`config.mk`:
```
export PLATFORM = sky130hd
export DESIGN_NAME = serirq_host
export DESIGN_NICKNAME = d
export VERILOG_FILES = /design/src/rtl/serirq_pkg.sv /design/src/rtl/serirq_seq.sv /design/src/rtl/serirq_capture.sv /design/src/rtl/serirq_drv.sv /design/src/rtl/serirq_host.sv
export SDC_FILE = /design/constraint.sdc
export NUM_CORES = 1
export LEC_CHECK = 0
export BUFFER_PORTS_ARGS = -buffer_cell sky130_fd_sc_hd__buf_2
export CORE_MARGIN = 1.5
export CORE_UTILIZATION = 35
export CTS_CLUSTER_SIZE = 30
export DETAILED_ROUTE_END_ITERATION = 16
export HOLD_SLACK_MARGIN = 0.12
export PLACE_DENSITY = 0.51
export REMOVE_ABC_BUFFERS = 1
export SLEW_MARGIN = 0
export SYNTH_ARGS = -nofsm -noshare
export SYNTH_HDL_FRONTEND = slang
export SYNTH_HIERARCHICAL = 1
export SYNTH_SLANG_ARGS = --single-unit
```
`constraint.sdc`:
```
create_clock -name clk_i -period 6.45 [get_ports clk_i]
set_input_delay 0 -clock clk_i [delete_from_list [all_inputs] [get_ports clk_i]]
set_output_delay 0 -clock clk_i [all_outputs]
set_load 0.02 [all_outputs]
```
`src/rtl/serirq_pkg.sv`:
```
package serirq_pkg;

  typedef enum logic [2:0] {
    ST_IDLE,
    ST_START,
    ST_START_REC,
    ST_START_TA,
    ST_SLOT,
    ST_STOP,
    ST_STOP_REC,
    ST_STOP_TA
  } frame_st_e;

  // start-frame low length in clocks; code 3 aliases to 4
  function automatic logic [3:0] start_clocks(input logic [1:0] code);
    case (code)
      2'b01:   return 4'd6;
      2'b10:   return 4'd8;
      default: return 4'd4;
    endcase
  endfunction

endpackage

```
`src/rtl/serirq_seq.sv`:
```
module serirq_seq
  import serirq_pkg::*;
#(
  parameter int unsigned NUM_SLOTS = 21,
  parameter int unsigned SLOT_W    = $clog2(NUM_SLOTS)
) (
  input  logic              clk_i,
  input  logic              rst_ni,
  input  logic              line_i,
  input  logic [1:0]        width_sel_i,
  input  logic              quiet_req_i,
  output frame_st_e         state_o,
  output logic [SLOT_W-1:0] slot_o,
  output logic              sample_o,
  output logic              frame_done_o
);

  localparam logic [SLOT_W-1:0] LAST_SLOT = SLOT_W'(NUM_SLOTS - 1);

  frame_st_e         state_q;
  logic [3:0]        cnt_q;
  logic [1:0]        phase_q;
  logic [SLOT_W-1:0] slot_q;
  logic              quiet_q;

  always_ff @(posedge clk_i or negedge rst_ni) begin
    if (!rst_ni) begin
      state_q <= ST_IDLE;
      cnt_q   <= '0;
      phase_q <= '0;
      slot_q  <= '0;
      quiet_q <= 1'b0;
    end else begin
      case (state_q)
        ST_IDLE: begin
          if (!quiet_q) begin
            state_q <= ST_START;
            cnt_q   <= start_clocks(width_sel_i) - 4'd1;
          end else if (!line_i) begin
            // peripheral supplied the first clock
            state_q <= ST_START;
            cnt_q   <= start_clocks(width_sel_i) - 4'd2;
          end
        end
        ST_START: begin
          if (cnt_q == '0) state_q <= ST_START_REC;
          else             cnt_q   <= cnt_q - 4'd1;
        end
        ST_START_REC: state_q <= ST_START_TA;
        ST_START_TA: begin
          state_q <= ST_SLOT;
          slot_q  <= '0;
          phase_q <= '0;
        end
        ST_SLOT: begin
          if (phase_q == 2'd2) begin
            phase_q <= '0;
            if (slot_q == LAST_SLOT) begin
              state_q <= ST_STOP;
              cnt_q   <= quiet_req_i ? 4'd1 : 4'd2;
              quiet_q <= quiet_req_i;
            end else begin
              slot_q <= slot_q + 1'b1;
            end
          end else begin
            phase_q <= phase_q + 2'd1;
          end
        end
        ST_STOP: begin
          if (cnt_q == '0) state_q <= ST_STOP_REC;
          else             cnt_q   <= cnt_q - 4'd1;
        end
        ST_STOP_REC: state_q <= ST_STOP_TA;
        ST_STOP_TA: begin
          if (quiet_q) begin
            state_q <= ST_IDLE;
          end else begin
            state_q <= ST_START;
            cnt_q   <= start_clocks(width_sel_i) - 4'd1;
          end
        end
        default: state_q <= ST_IDLE;
      endcase
    end
  end

  assign state_o      = state_q;
  assign slot_o       = slot_q;
  assign sample_o     = (state_q == ST_SLOT) && (phase_q == 2'd0);
  assign frame_done_o = (state_q == ST_SLOT) && (phase_q == 2'd2) && (slot_q == LAST_SLOT);

  p_slot_bound_r4: assert property (@(posedge clk_i) disable iff (!rst_ni)
    slot_q < SLOT_W'(NUM_SLOTS));

  p_start_len_r2: assert property (@(posedge clk_i) disable iff (!rst_ni)
    (state_q == ST_START) |-> (cnt_q <= 4'd7));

  p_stop_min_r7: assert property (@(posedge clk_i) disable iff (!rst_ni)
    (state_q == ST_STOP_REC) |-> ($past(state_q, 2) == ST_STOP));

  p_quiet_idle_r9: assert property (@(posedge clk_i) disable iff (!rst_ni)
    (state_q == ST_IDLE && quiet_q && line_i) |=> (state_q == ST_IDLE));

  p_quiet_start_r10: assert property (@(posedge clk_i) disable iff (!rst_ni)
    (state_q == ST_IDLE && quiet_q && !line_i) |=> (state_q == ST_START));

endmodule

```
`src/rtl/serirq_capture.sv`:
```
module serirq_capture #(
  parameter int unsigned NUM_SLOTS = 21,
  parameter int unsigned SLOT_W    = $clog2(NUM_SLOTS)
) (
  input  logic                 clk_i,
  input  logic                 rst_ni,
  input  logic                 line_i,
  input  logic                 sample_i,
  input  logic [SLOT_W-1:0]    slot_i,
  input  logic                 done_i,
  output logic [NUM_SLOTS-1:0] irq_o
);

  logic [NUM_SLOTS-1:0] shadow_q;

  for (genvar i = 0; i < NUM_SLOTS; i++) begin : g_slot
    always_ff @(posedge clk_i or negedge rst_ni) begin
      if (!rst_ni)                                shadow_q[i] <= 1'b0;
      else if (sample_i && slot_i == SLOT_W'(i))  shadow_q[i] <= ~line_i;
    end
  end

  // publish all slots together so readers never see a mixed frame
  always_ff @(posedge clk_i or negedge rst_ni) begin
    if (!rst_ni)     irq_o <= '0;
    else if (done_i) irq_o <= shadow_q;
  end

  p_irq_hold_r6: assert property (@(posedge clk_i) disable iff (!rst_ni)
    !done_i |=> $stable(irq_o));

endmodule

```
`src/rtl/serirq_drv.sv`:
```
module serirq_drv
  import serirq_pkg::*;
(
  input  logic      clk_i,
  input  logic      rst_ni,
  input  frame_st_e state_i,
  output logic      oe_o,
  output logic      drive_o
);

  always_comb begin
    oe_o    = 1'b0;
    drive_o = 1'b1;
    case (state_i)
      ST_START, ST_STOP:         begin oe_o = 1'b1; drive_o = 1'b0; end
      ST_START_REC, ST_STOP_REC: begin oe_o = 1'b1; drive_o = 1'b1; end
      default: ;
    endcase
  end

  p_high_after_low_r3: assert property (@(posedge clk_i) disable iff (!rst_ni)
    (oe_o && !drive_o) |=> oe_o);

  p_release_after_high_r3: assert property (@(posedge clk_i) disable iff (!rst_ni)
    (oe_o && drive_o) |=> !oe_o);

endmodule

```
`src/rtl/serirq_host.sv`:
```
module serirq_host
  import serirq_pkg::*;
#(
  parameter int unsigned NUM_SLOTS = 21,
  localparam int unsigned SLOT_W   = $clog2(NUM_SLOTS)
) (
  input  logic                 clk_i,
  input  logic                 rst_ni,
  input  logic                 line_i,
  input  logic [1:0]           width_sel_i,
  input  logic                 quiet_req_i,
  output logic                 oe_o,
  output logic                 drive_o,
  output logic [NUM_SLOTS-1:0] irq_o
);

  frame_st_e         state;
  logic [SLOT_W-1:0] slot;
  logic              sample;
  logic              frame_done;

  serirq_seq #(.NUM_SLOTS(NUM_SLOTS), .SLOT_W(SLOT_W)) i_seq (
    .clk_i       (clk_i),
    .rst_ni      (rst_ni),
    .line_i      (line_i),
    .width_sel_i (width_sel_i),
    .quiet_req_i (quiet_req_i),
    .state_o     (state),
    .slot_o      (slot),
    .sample_o    (sample),
    .frame_done_o(frame_done)
  );

  serirq_capture #(.NUM_SLOTS(NUM_SLOTS), .SLOT_W(SLOT_W)) i_capture (
    .clk_i   (clk_i),
    .rst_ni  (rst_ni),
    .line_i  (line_i),
    .sample_i(sample),
    .slot_i  (slot),
    .done_i  (frame_done),
    .irq_o   (irq_o)
  );

  serirq_drv i_drv (
    .clk_i  (clk_i),
    .rst_ni (rst_ni),
    .state_i(state),
    .oe_o   (oe_o),
    .drive_o(drive_o)
  );

  p_no_drive_in_slots_r4: assert property (@(posedge clk_i) disable iff (!rst_ni)
    sample |-> !oe_o);

endmodule

```
* Yosys cells after proc, flatten, opt, wreduce, memory -nomap -nowiden *
Cells that the tools add are included.

storage, ports and cells
  register bits after elaboration = 57
  input port bits = 6
  output and inout bits = 23
  logic and storage cells = 138

cells by class
  add/subtract/negate cells = 6
  equality and inequality tests = 38
  multiplexer cells = 30
  bitwise operators = 1
  reduce and logical (&&, ||, !) cells = 36

operator list
  operator                                              count
  2-to-1 mux 4 bit                                      12
  equality test 5 x 4 -> 1 bit (second input constant)  8
  equality test 5 bit (second input constant)           5
  logical AND 1 bit                                     24
  case mux 3 bit (8 select lines)                       1
  equality test 5 x 3 -> 1 bit (second input constant)  4
  2-to-1 mux 3 bit                                      6
  case mux 4 bit (4 select lines)                       1
  equality test 3 bit (second input constant)           4
  subtractor 4 x 1 -> 4 bit (second input constant)     3
  equality test 5 x 2 -> 1 bit (second input constant)  2
  2-to-1 mux 5 bit                                      2
  inequality test 2 bit (second input constant)         5
  case mux 5 bit (2 select lines)                       1
  case mux 4 bit (2 select lines)                       1
  equality test 3 x 2 -> 1 bit (second input constant)  2
  AND reduction 3 bit                                   2
  AND reduction 6 bit                                   1
  adder 5 x 1 -> 5 bit (second input constant)          1
  equality test 5 x 1 -> 1 bit (second input constant)  1
  zero test 5 bit                                       1
  AND reduction 5 bit                                   1
  equality test 2 bit (second input constant)           2
  zero test 4 bit                                       1
  16 further kinds                                      20

* Depth between registers and ports, before layout *
Gate-level depths: netlist of run 1.

  word-level depth = 9
  gate-level depth with buffers = 7
  mapped depth without buffers = 6

* Cells and area by module *
The synthesis of run 1 kept the hierarchy.

modules (own cells, without submodules)
  module          instances  cells each  area an instance (µm²)  seq. area each (µm²)
  serirq_capture  1          134         1741.7                  1051.0
  serirq_seq      1          99          965.9                   375.4
  serirq_drv      1          2           15.0                    0.0

* Least setup slack after synthesis of run 1 *
Ideal clock, no wire load.

  kind = register -> register
  start point = reg i_seq.state_q[1], in the netlist i_seq/state_o[1]
  end point = reg i_capture.shadow_q[12]
  library setup time = 128 ps
  data arrival time = 2155 ps
  data required time = 6322 ps
  slack = 4167 ps
  stages on the path, launching flop included = 7
  path buffers = 1
  clock period less this slack = 2283 ps
  path through = dfrtp_1 or3b_1 nor3_1 or4b_1 buf_2 o21ai_0 o31ai_1

on the way
  cells in the longest elaborated chain, start to end = 3

ends and longest elaborated chain
  element                         line                  RTL
  start: declaration              serirq_seq.sv:20      frame_st_e state_q;
  start signal: assignment        serirq_seq.sv:28      state_q <= ST_IDLE;
  start signal: assignment        serirq_seq.sv:37      state_q <= ST_START;
  start signal: assignment        serirq_seq.sv:41      state_q <= ST_START;
  equality test 3 bit             serirq_seq.sv:89      assign sample_o = (state_q == ST_SLOT) && (phase_q == 2'd0);
  logical AND 1 bit               serirq_seq.sv:89
  via sample                      serirq_host.sv:19     logic sample;
  logical AND 1 bit               serirq_capture.sv:19  else if (sample_i && slot_i == SLOT_W'(i)) shadow_q[i] <= ~line_i;
  end signal: indexed assignment  serirq_capture.sv:19
  end: declaration                serirq_capture.sv:14  logic [NUM_SLOTS-1:0] shadow_q;

The timed path passes the listed nets, and every way through them passes these cells.
A chain may end at the register's enable or synchronous reset.

* Worst setup path after layout of run 1 *
  start point = reg i_seq.state_q[0], in the netlist i_seq/state_o[0]
  end point = reg i_capture.shadow_q[0]

The elaborated chain is that of the path after synthesis.

==> qor.txt, run 1 <==
worst stage delay on the critical path: 0.60 ns
Detailed Routing Iterations Pass 1: 4
Avg Inst Size Synth: 11.6 um2
DR top layer: met4
antenna viol nets, final: 0
# setup viols final: 0
Clock Path Buffers: 2
port buffer count: 28
Top FF cell, synth: dfrtp_1
slowest library cell on the worst path: nor3_1
HPWL Detailed: 3170 um
register area: 1430 um2
Placed Instances: 348
drt wl/cell: 13.4 um
Mapped Area: 2720 um2
Die X: 91.2 um
post-synth top area cell: dfrtp_1
switching power: 325 uW
critical path type: register to register
total track usage: 0.133
internal power: 690 uW
status: complete, no violations
Seq pwr share: 0.451
gate count after technology mapping: 235
max_slew headroom: 0.319
num rows: 31
diodes inserted: 0
M1 WL: 2490 um
Async SR Flop Fraction: 1.00
slew of the pin with the lowest slew margin: 1.02 ns
initial antenna violation count: 0
crit-path cells: or3b_1 -> nor3_1 -> or4b_1 -> o21ai_0 -> o31ai_1
sequential fraction of the synthesis area: 0.524
maximum VDD drop: 0.229 mV
WL final: 4930 um
NumNets Final: 276
Vias: 1831
Req. time, crit path: 6.65 ns
vias in the first global route: 1798
met3 WL: 166 um
Clock Sinks: 57
Sw Share: 0.320
most frequent cells after synthesis: 57 x dfrtp_1, 21 x mux2_2, 20 x o21ai_0
DRT iter0 DRCs: 95
CP startpoint kind: register
Gate power share: 0.225
max cap viols: 0
filler cell count: 697
#FFs+latches synth: 57
CTS Buf Count: 9
power per cell area: 323 nW/um2
Residual DRC: 0
Ys Warns: 6
area of the multi-input gates: 1170 um2
max frequency: 362 MHz
I/O pin count: 29
Clock power frac: 0.324
Max Slew Vio Count: 0
core area: 7410 um2
GPL Wtd Cong: 0.820
Root Buffer: clkbuf_8
setup TNS: 0 ns
Area contributors post-synth: dfrtp_1 52%, mux2_2 8.7%, o31ai_1 4.7%
pin count of the biggest net entering global routing: 58
Min-Delay Path Class: input port to register
Reg clk slew, reported paths: 0.06 ns
Area Overhead vs Synth: 15.4%
H-tree levels: 3
leakage power: 0.00145 uW
CP Capture Type: register
post-CTS resize count: 0
EDFF count, synth: 0
fin cells: 367
Layout Utilization: 0.424
count of different cell masters after synthesis: 48
CTS tree: done
CP Max Fanout: 16
Die ar.: 8320 um2
area share of the largest cell type after synthesis: 0.524
DR WL met2: 2230 um
Worst-Skew Late Latency: 0.34 ns
most frequent cell after synthesis: dfrtp_1
final hold violations: 0
Starting Density: 0.368
layout cells sized above 1: 0.261
part of the cycle the worst path needs: 0.428
dpl ws: 3.73 ns
Crit path arrival time: 2.96 ns
first-pass GRT wire length: 8620 um
Worst Skew: 0.00961 ns
RSZ-0062 raised after global routing: false
DR vias/cell: 4.99
Final min period: 2.76 ns
final worst slack: 3.69 ns
GR Overflow Total: 0
DIE HEIGHT: 91.2 um
[through the flow]
step | area [um2] | power, uW | hold WS (ns)
3_5_place_dp | 2920 | 689 | 0.194
5_1_grt | 3140 | 1080 | 0.220
3_3_place_gp | 2920 | 686 | 0.201
2_1_floorplan | 2640 | 623 | -0.296
4_1_cts | 3140 | 1030 | 0.171
6_report | 3140 | 1020 | 0.175
[cell families after synthesis]
group,Yosys count,synth area share
buf+inv,28,0.0487
fa+ha+maj,7,0.0322
flops,57,0.524
mux,32,0.129
simple gates,51,0.119
xor+xnor,5,0.0161
compound gates,55,0.131
[critical path: cells and delay by family (launching register included)]
| kind | cells | cell delay (ns) |
|---|---|---|
| and+or+nand+nor | 3 | 1.75 |
| DFF | 1 | 0.57 |
| AOI/OAI and AO/OA | 2 | 0.30 |
[final cells by class]
type                       count  share of cell area
clock inverter                 5              0.0175
timing repair buffer          32              0.0565
clock buffer                  11              0.0450
multi-input combinational    150               0.372
inverter                      13              0.0155
sequential                    57               0.454
tap                           99              0.0394
[placed cells by master, fill, tap and decap left out, drive strengths merged, types with 4 or more instances in the layout]
cell type / n
dfrtp: 57
buf: 29
mux2: 25
o21ai: 23
o31ai: 17
inv: 13
nand2: 11
clkbuf: 11
mux2i: 7
ha: 7
nor2: 6
nand2b: 4
a21oi: 4
[power groups by stage]
stage | Combinational (uW) | Clock (uW) | Sequential, uW
detailed placement | 226 | 0 | 463
floorplan | 176 | 0 | 447
CTS | 229 | 344 | 458
global route | 256 | 356 | 466
global placement | 223 | 0 | 463
finish | 228 | 329 | 458
[routing by layer]
layer / vias up / GRT usage
li1: 905 / -
met1: 892 / 0.169
met2: 28 / 0.204
met3: 6 / 0.0427
met4: 0 / 0.0625
met5: - / 0
[worst paths after layout]
check,depth (start not counted),startpoint,slack (ns),end
max,5,i_seq/state_o[0],3.69,i_capture/shadow_q[0]
min in group asynchronous,3,rst_ni,0.33,i_capture/irq_o[2]
min,5,width_sel_i[0],0.17,i_seq/cnt_q[1]
max reg2reg,5,i_seq/state_o[0],3.69,i_capture/shadow_q[0]
max in group asynchronous,3,rst_ni,5.63,i_capture/shadow_q[16]
min reg2reg,1,i_capture/irq_o[11],0.50,i_capture/irq_o[11]
[state kept, by name, summed over array words and instances (netlist names)]
name,flops
i_seq/cnt_q,4
i_capture/shadow_q,21
i_capture/irq_o,21
i_seq/slot_o,5
i_seq/phase_q,2
i_seq/quiet_q,1
i_seq/state_o,3
[repair_timing]
item	4_1_cts	5_1_grt
hold buffers	3	0
setup buffers	0	0
endpoints found under the setup margin	0	0
endpoints found under the hold margin	64	0
(Power assumes the default switching activity.)
==> run 2: changes to the inputs <==
- ABC_AREA: default -> 1
- PLACE_DENSITY: 0.51 -> 0.53
- clock period: 6.45 -> 2.5 ns (I/O delays scaled with it)
==> run 2 against run 1 <==
Via count up 24%. Register-to-register slack worse by 3.2 ns. Area after synthesis up 6.4%. Sequential share of layout area down 3.5 points. Synthesized cell count up 42%. Critical endpoint is now i_capture/irq_o[0]. Highest routed layer unchanged.
==> qor.txt, run 2 <==
crit path from: i_seq/state_o[0]
I/O pin count: 29 (unchanged)
DRT iter0 DRCs: 88 (-7.4%)
worst r2r dst: i_capture/irq_o[0]
Detailed Routing Iterations Pass 1: 4 (unchanged)
GPL Wtd Cong: 0.790 (-3.6%)
worst reg2reg path depth: 7 (+2)
Layout Utilization: 0.419 (-0.00539)
num rows: 33 (+6.5%)
max cap viols: 0 (unchanged)
vias in the first global route: 2122 (+18%)
Req. time, crit path: 2.72 ns (-3.93 ns)
most frequent cells in the layout: 93 x nand2_1, 57 x dfrtp_1, 51 x nand3_1, 30 x inv_1, 28 x buf_2
CP Capture Type: register
Top FF cell, synth: dfrtp_1
antenna viol nets, final: 0 (unchanged)
most frequent cells after synthesis: 93 x nand2_1, 57 x dfrtp_1, 51 x nand3_1
area share of the largest cell type after synthesis: 0.492 (-0.0317)
maximum VDD drop: 0.202 mV (-12%)
GR Overflow Total: 0 (unchanged)
RSZ-0062 raised after global routing: false
M1 WL: 2820 um (+13%)
Max Slew Vio Count: 0 (unchanged)
Mapped Area: 2900 um2 (+6.4%)
Vias: 2264 (+24%)
power per cell area: 559 nW/um2 (+73%)
status: complete, no violations
filler cell count: 832 (+19%)
met3 WL: 237 um (+43%)
Avg Inst Size Synth: 8.70 um2 (-25%)
Area Overhead vs Synth: 17.6%
post-CTS resize count: 0 (unchanged)
CP Max Fanout: 21 (+5)
# setup viols final: 0 (unchanged)
#FFs+latches synth: 57 (unchanged)
first-pass GRT wire length: 10100 um (+18%)
Async SR Flop Fraction: 1.00 (unchanged)
HP Start: width_sel_i[0]
NumNets Final: 386 (+40%)
most frequent cell after synthesis: nand2_1
Root Buffer: clkbuf_8
Residual DRC: 0 (unchanged)
HPWL Detailed: 4090 um (+29%)
gate count after technology mapping: 333 (+42%)
Post-CTS Hold Fix Bufs: 4 (+1)
Worst Skew: 0.00914 ns (-0.000474 ns)
initial antenna violation count: 0 (unchanged)
DR top layer: met4
port buffer count: 28 (unchanged)
part of the cycle the worst path needs: 0.819 (+0.391)
Placed Area: 3160 um2 (+8.2%)
EDFF count, synth: 0 (unchanged)
R2R Path Start: i_seq/state_o[0]
leakage power: 0.00170 uW (+18%)
total track usage: 0.150 (+0.0174)
count of different cell masters after synthesis: 26 (-46%)
layout cells sized above 1: 0.238 (-0.0231)
max frequency: 489 MHz (+35%)
setup TNS: 0 ns (unchanged)
Clock Sinks: 57 (unchanged)
Final min period: 2.05 ns (-0.713 ns)
drt wl/cell: 12.0 um (-11%)
WL final: 5810 um (+18%)
Crit path arrival time: 2.27 ns (-0.69 ns)
CP endpoint: i_capture/irq_o[0]
diodes inserted: 0 (unchanged)
post-synth top area cell: dfrtp_1
DIE HEIGHT: 94.0 um (+3.1%)
Die ar.: 8830 um2 (+6.2%)
Design Area, Final: 3410 um2 (+8.4%)
Die X: 94.0 um (+3.1%)
Worst-Skew Late Latency: 0.34 ns (about the same)
DR vias/cell: 4.69 (-6.0%)
CP startpoint kind: register
core area: 8130 um2 (+9.8%)
sequential fraction of the synthesis area: 0.492 (-0.0317)
Starting Density: 0.356 (-0.0113)
commonest non-fill, non-tap cell in the layout: nand2_1
Area contributors post-synth: dfrtp_1 49%, nand2_1 12%, nand3_1 8.8%
critical path type: register to register
Hold Slack: 0.164 ns (-0.0111 ns)
postcts setup bufs: 0 (unchanged)
Ys Warns: 6 (unchanged)
Reg clk slew, reported paths: 0.07 ns (about the same)
final hold violations: 0 (unchanged)
Clock Path Buffers: 2 (unchanged)
pin count of the biggest net entering global routing: 22 (-62%)
slew of the pin with the lowest slew margin: 0.653 ns (-0.365 ns)
CTS tree: done
H-tree levels: 3 (unchanged)
R2R setup slack: 0.45 ns (-3.24 ns)
CTS Buf Count: 9 (unchanged)
DR WL met2: 2660 um (+20%)
Min-Delay Path Class: input port to register
max_slew headroom: 0.563 (+0.244)
-- run 2: layout make-up --
| type | count | area (um2) | share of cell area |
|---|---|---|---|
| Clock inverter | 6 | 82.6 | 0.0242 |
| Timing Repair Buffer | 35 | 203 | 0.0595 |
| Multi-Input combinational cell | 233 | 1300 | 0.381 |
| Inverter | 37 | 139 | 0.0408 |
| Clock buffer | 10 | 128 | 0.0375 |
| Tap cell | 105 | 131 | 0.0386 |
| Sequential cell | 57 | 1430 | 0.419 |
-- run 2: worst min path at each step --
stage | slack (ns) | cells past startpoint | to
floorplan | -0.30 | 0 | i_capture/irq_o[0]
global placement | -0.07 | 1 | i_capture/irq_o[6]
detailed placement | -0.06 | 1 | i_capture/irq_o[6]
CTS | 0.16 | 6 | i_seq/cnt_q[2]
global route | 0.21 | 6 | i_seq/state_o[1]
finish | 0.16 | 6 | i_seq/cnt_q[2]
-- run 2: cell families (layout without fill, tap and decap cells) --
kind of cell,after synthesis,in the layout,share of synthesized area
muxes,21,21,0.0816
and+or+nand+nor,181,181,0.283
DFF,57,57,0.492
AOI/OAI and AO/OA,22,22,0.0471
xor gates and xnor gates,2,2,0.00605
buffers and inverters,43,88,0.0600
adders and majority gates,7,7,0.0302
-- run 2: report_power, final --
part           internal (uW)  switching, uW
Clock                    555            362
Combinational           15.8           33.6
Sequential               932           5.36
Total                   1500            401
-- run 2: critical path, stage by stage, from the launching register on --
cell	delay, ns
dfrtp_1	0.48
nor2_1	0.20
nand2_1	0.21
nor2_1	0.21
nand2_1	0.11
inv_1	0.06
buf_4	0.27
mux2_2	0.38
-- run 2: through the flow --
step                total power [uW]  setup WS [ns]  instances
floorplan                        968          0.525        327
global placement                 999          0.524        463
detailed placement              1000          0.452        463
CTS                             1930          0.446        483
global route                    1980          0.271        483
finish                          1900          0.453        483
-- run 2: layer usage --
metal | vias to the layer above | global-route usage
met5 | - | 0
met4 | 0 | 0.0746
met3 | 7 | 0.0340
met2 | 52 | 0.234
met1 | 1041 | 0.195
li1 | 1164 | -
==> run 3: changes to the inputs <==
- ABC_AREA: 1 -> 0
- clock period: 2.5 -> 1.6 ns (I/O delays scaled with it)
==> run 3 against run 2 <==
The flow now finishes with violations (setup timing). Combinational power grew to 36 times the previous value. Global-route usage is 0.64 points higher. Fmax is 8.1% higher. Largest power group is now combinational cells.
==> qor.txt, run 3 (synthesis results as in run 1) <==
WL final: 5890 um (+1.4%)
status: finished with violations
NumNets Final: 317 (-18%)
CP startpoint kind: register
total track usage: 0.157 (+0.00637)
Crit path arrival time: 2.10 ns (-0.17 ns)
leakage power: 0.00176 uW (+3.2%)
Die X: 91.2 um (-3.0%)
CTS tree: done
Clock Path Buffers: 2 (unchanged)
max_slew headroom: 0.727 (+0.164)
CP Max Fanout: 6 (-71%)
Vias: 2017 (-11%)
slew of the pin with the lowest slew margin: 0.410 ns (-0.243 ns)
setup TNS: -9.30 ns (-9.30 ns)
vias in the first global route: 2041 (-3.8%)
HPWL Detailed: 3660 um (-10%)
Max Slew Vio Count: 0 (unchanged)
CP Capture Type: register
Area Overhead vs Synth: 39.4%
DIE HEIGHT: 91.2 um (-3.0%)
core area: 7410 um2 (-8.9%)
met3 WL: 204 um (-14%)
power per cell area: 1250 nW/um2 (+120%)
port buffer count: 28 (unchanged)
most frequent cells in the layout: 57 x dfrtp_1, 28 x buf_4, 28 x buf_2, 25 x mux2_4
Starting Density: 0.368 (+0.0113)
DRT iter0 DRCs: 88 (unchanged)
Final min period: 1.89 ns (-0.154 ns)
H-tree levels: 3 (unchanged)
Req. time, crit path: 1.81 ns (-0.91 ns)
initial antenna violation count: 0 (unchanged)
M1 WL: 2840 um (+0.89%)
max frequency: 528 MHz (+8.1%)
Detailed Routing Iterations Pass 1: 4 (unchanged)
layout cells sized above 1: 0.494 (+0.255)
first-pass GRT wire length: 10200 um (+0.75%)
Min-Delay Path Class: input port to register
pin count of the biggest net entering global routing: 58 (+160%)
num rows: 31 (-6.1%)
Reg clk slew, reported paths: 0.06 ns (about the same)
DR top layer: met4
antenna viol nets, final: 0 (unchanged)
I/O pin count: 29 (unchanged)
DR vias/cell: 4.96 (+5.7%)
Worst Skew: 0.00891 ns (-0.000226 ns)
dpl ws: -0.314 ns (-0.766 ns)
DR WL met2: 2780 um (+4.4%)
max cap viols: 0 (unchanged)
final hold violations: 0 (unchanged)
failing checks: setup timing
GR Overflow Total: 0 (unchanged)
part of the cycle the worst path needs: 1.18 (+0.364)
drt wl/cell: 14.5 um (+20%)
maximum VDD drop: 0.997 mV (+390%)
Residual DRC: 0 (unchanged)
diodes inserted: 0 (unchanged)
Worst-Skew Late Latency: 0.34 ns (about the same)
Clock Sinks: 57 (unchanged)
Die ar.: 8320 um2 (-5.8%)
commonest non-fill, non-tap cell in the layout: dfrtp_1
RSZ-0062 raised after global routing: true
Root Buffer: clkbuf_8
critical path type: register to register
GPL Wtd Cong: 0.789 (-0.11%)
# setup viols final: 48 (+48)
final worst slack: -0.292 ns (-0.746 ns)
Hold Slack: 0.198 ns (+0.0341 ns)
CTS Buf Count: 9 (unchanged)
-- run 3: cell count changes in the layout (fill, tap and decap cells not counted), moves of 13 or more --
cell | previous run | this run
mux2_4 | 0 | 25
mux2_2 | 21 | 0
o21ai_2 | 0 | 14
o31ai_1 | 0 | 14
buf_6 | 0 | 13
nand3_1 | 51 | 1
inv_1 | 30 | 11
nand2_1 | 93 | 9
buf_4 | 3 | 28
-- run 3: path summary, 6_finish.rpt --
check                                       from  depth (start not counted)                     to  slack (ns)
min                               width_sel_i[0]                          5         i_seq/cnt_q[1]        0.20
min reg2reg                i_capture/shadow_q[7]                          2  i_capture/shadow_q[7]        0.49
max in group asynchronous                 rst_ni                          3  i_capture/shadow_q[3]        1.13
min in group asynchronous                 rst_ni                          3    i_capture/irq_o[10]        0.21
max                             i_seq/state_o[1]                          5  i_capture/shadow_q[0]       -0.29
max reg2reg                     i_seq/state_o[1]                          5  i_capture/shadow_q[0]       -0.29
-- run 3: cell type report --
cell class | instances | area [um2]
Clock inverter | 6 | 60.1
Inverter | 13 | 48.8
Timing Repair Buffer | 73 | 547
Clock buffer | 9 | 124
Fill cell | 662 | 3610
Sequential cell | 57 | 1430
Tap cell | 99 | 124
Multi-Input combinational cell | 150 | 1470
-- run 3: metal layers --
metal | track usage | vias up
met5 | 0 | -
li1 | - | 988
met4 | 0.0365 | 0
met3 | 0.0603 | 7
met2 | 0.239 | 27
met1 | 0.209 | 995
-- run 3: through the flow --
step | total power [uW] | cells | util | area (um2)
6_report | 4750 | 407 | 0.512 | 3790
5_1_grt | 5070 | 407 | 0.512 | 3790
4_1_cts | 4690 | 410 | 0.502 | 3720
3_5_place_dp | 3090 | 381 | 0.429 | 3180
3_3_place_gp | 3080 | 381 | 0.429 | 3180
2_1_floorplan | 2510 | 220 | - | 2640
-- run 3: worst max-delay path: stages, from the launching register on --
cell and delay, ns:
dfrtp_1 0.38, or3b_4 0.42, nor3_2 0.14, or4b_4 0.57, o21ai_4 0.17, o31ai_4 0.08
-- run 3: timing repair --
| item | 4_1_cts | 5_1_grt |
|---|---|---|
| hold buffers | 3 | 0 |
| resized for setup | 78 | 28 |
| endpoints found under the hold margin | 61 | 0 |
| buffers inserted | 10 | 2 |
| pin swaps | 28 | 12 |
| gates cloned | 1 | 0 |
| endpoints found under the setup margin | 49 | 51 |
-- run 3: where the power goes --
part / internal, uW / leakage [uW] / switching, uW
sequential: 1600 / 0.000685 / 101
combinational: 920 / 0.000982 / 848
clock: 700 / 0.0000909 / 585
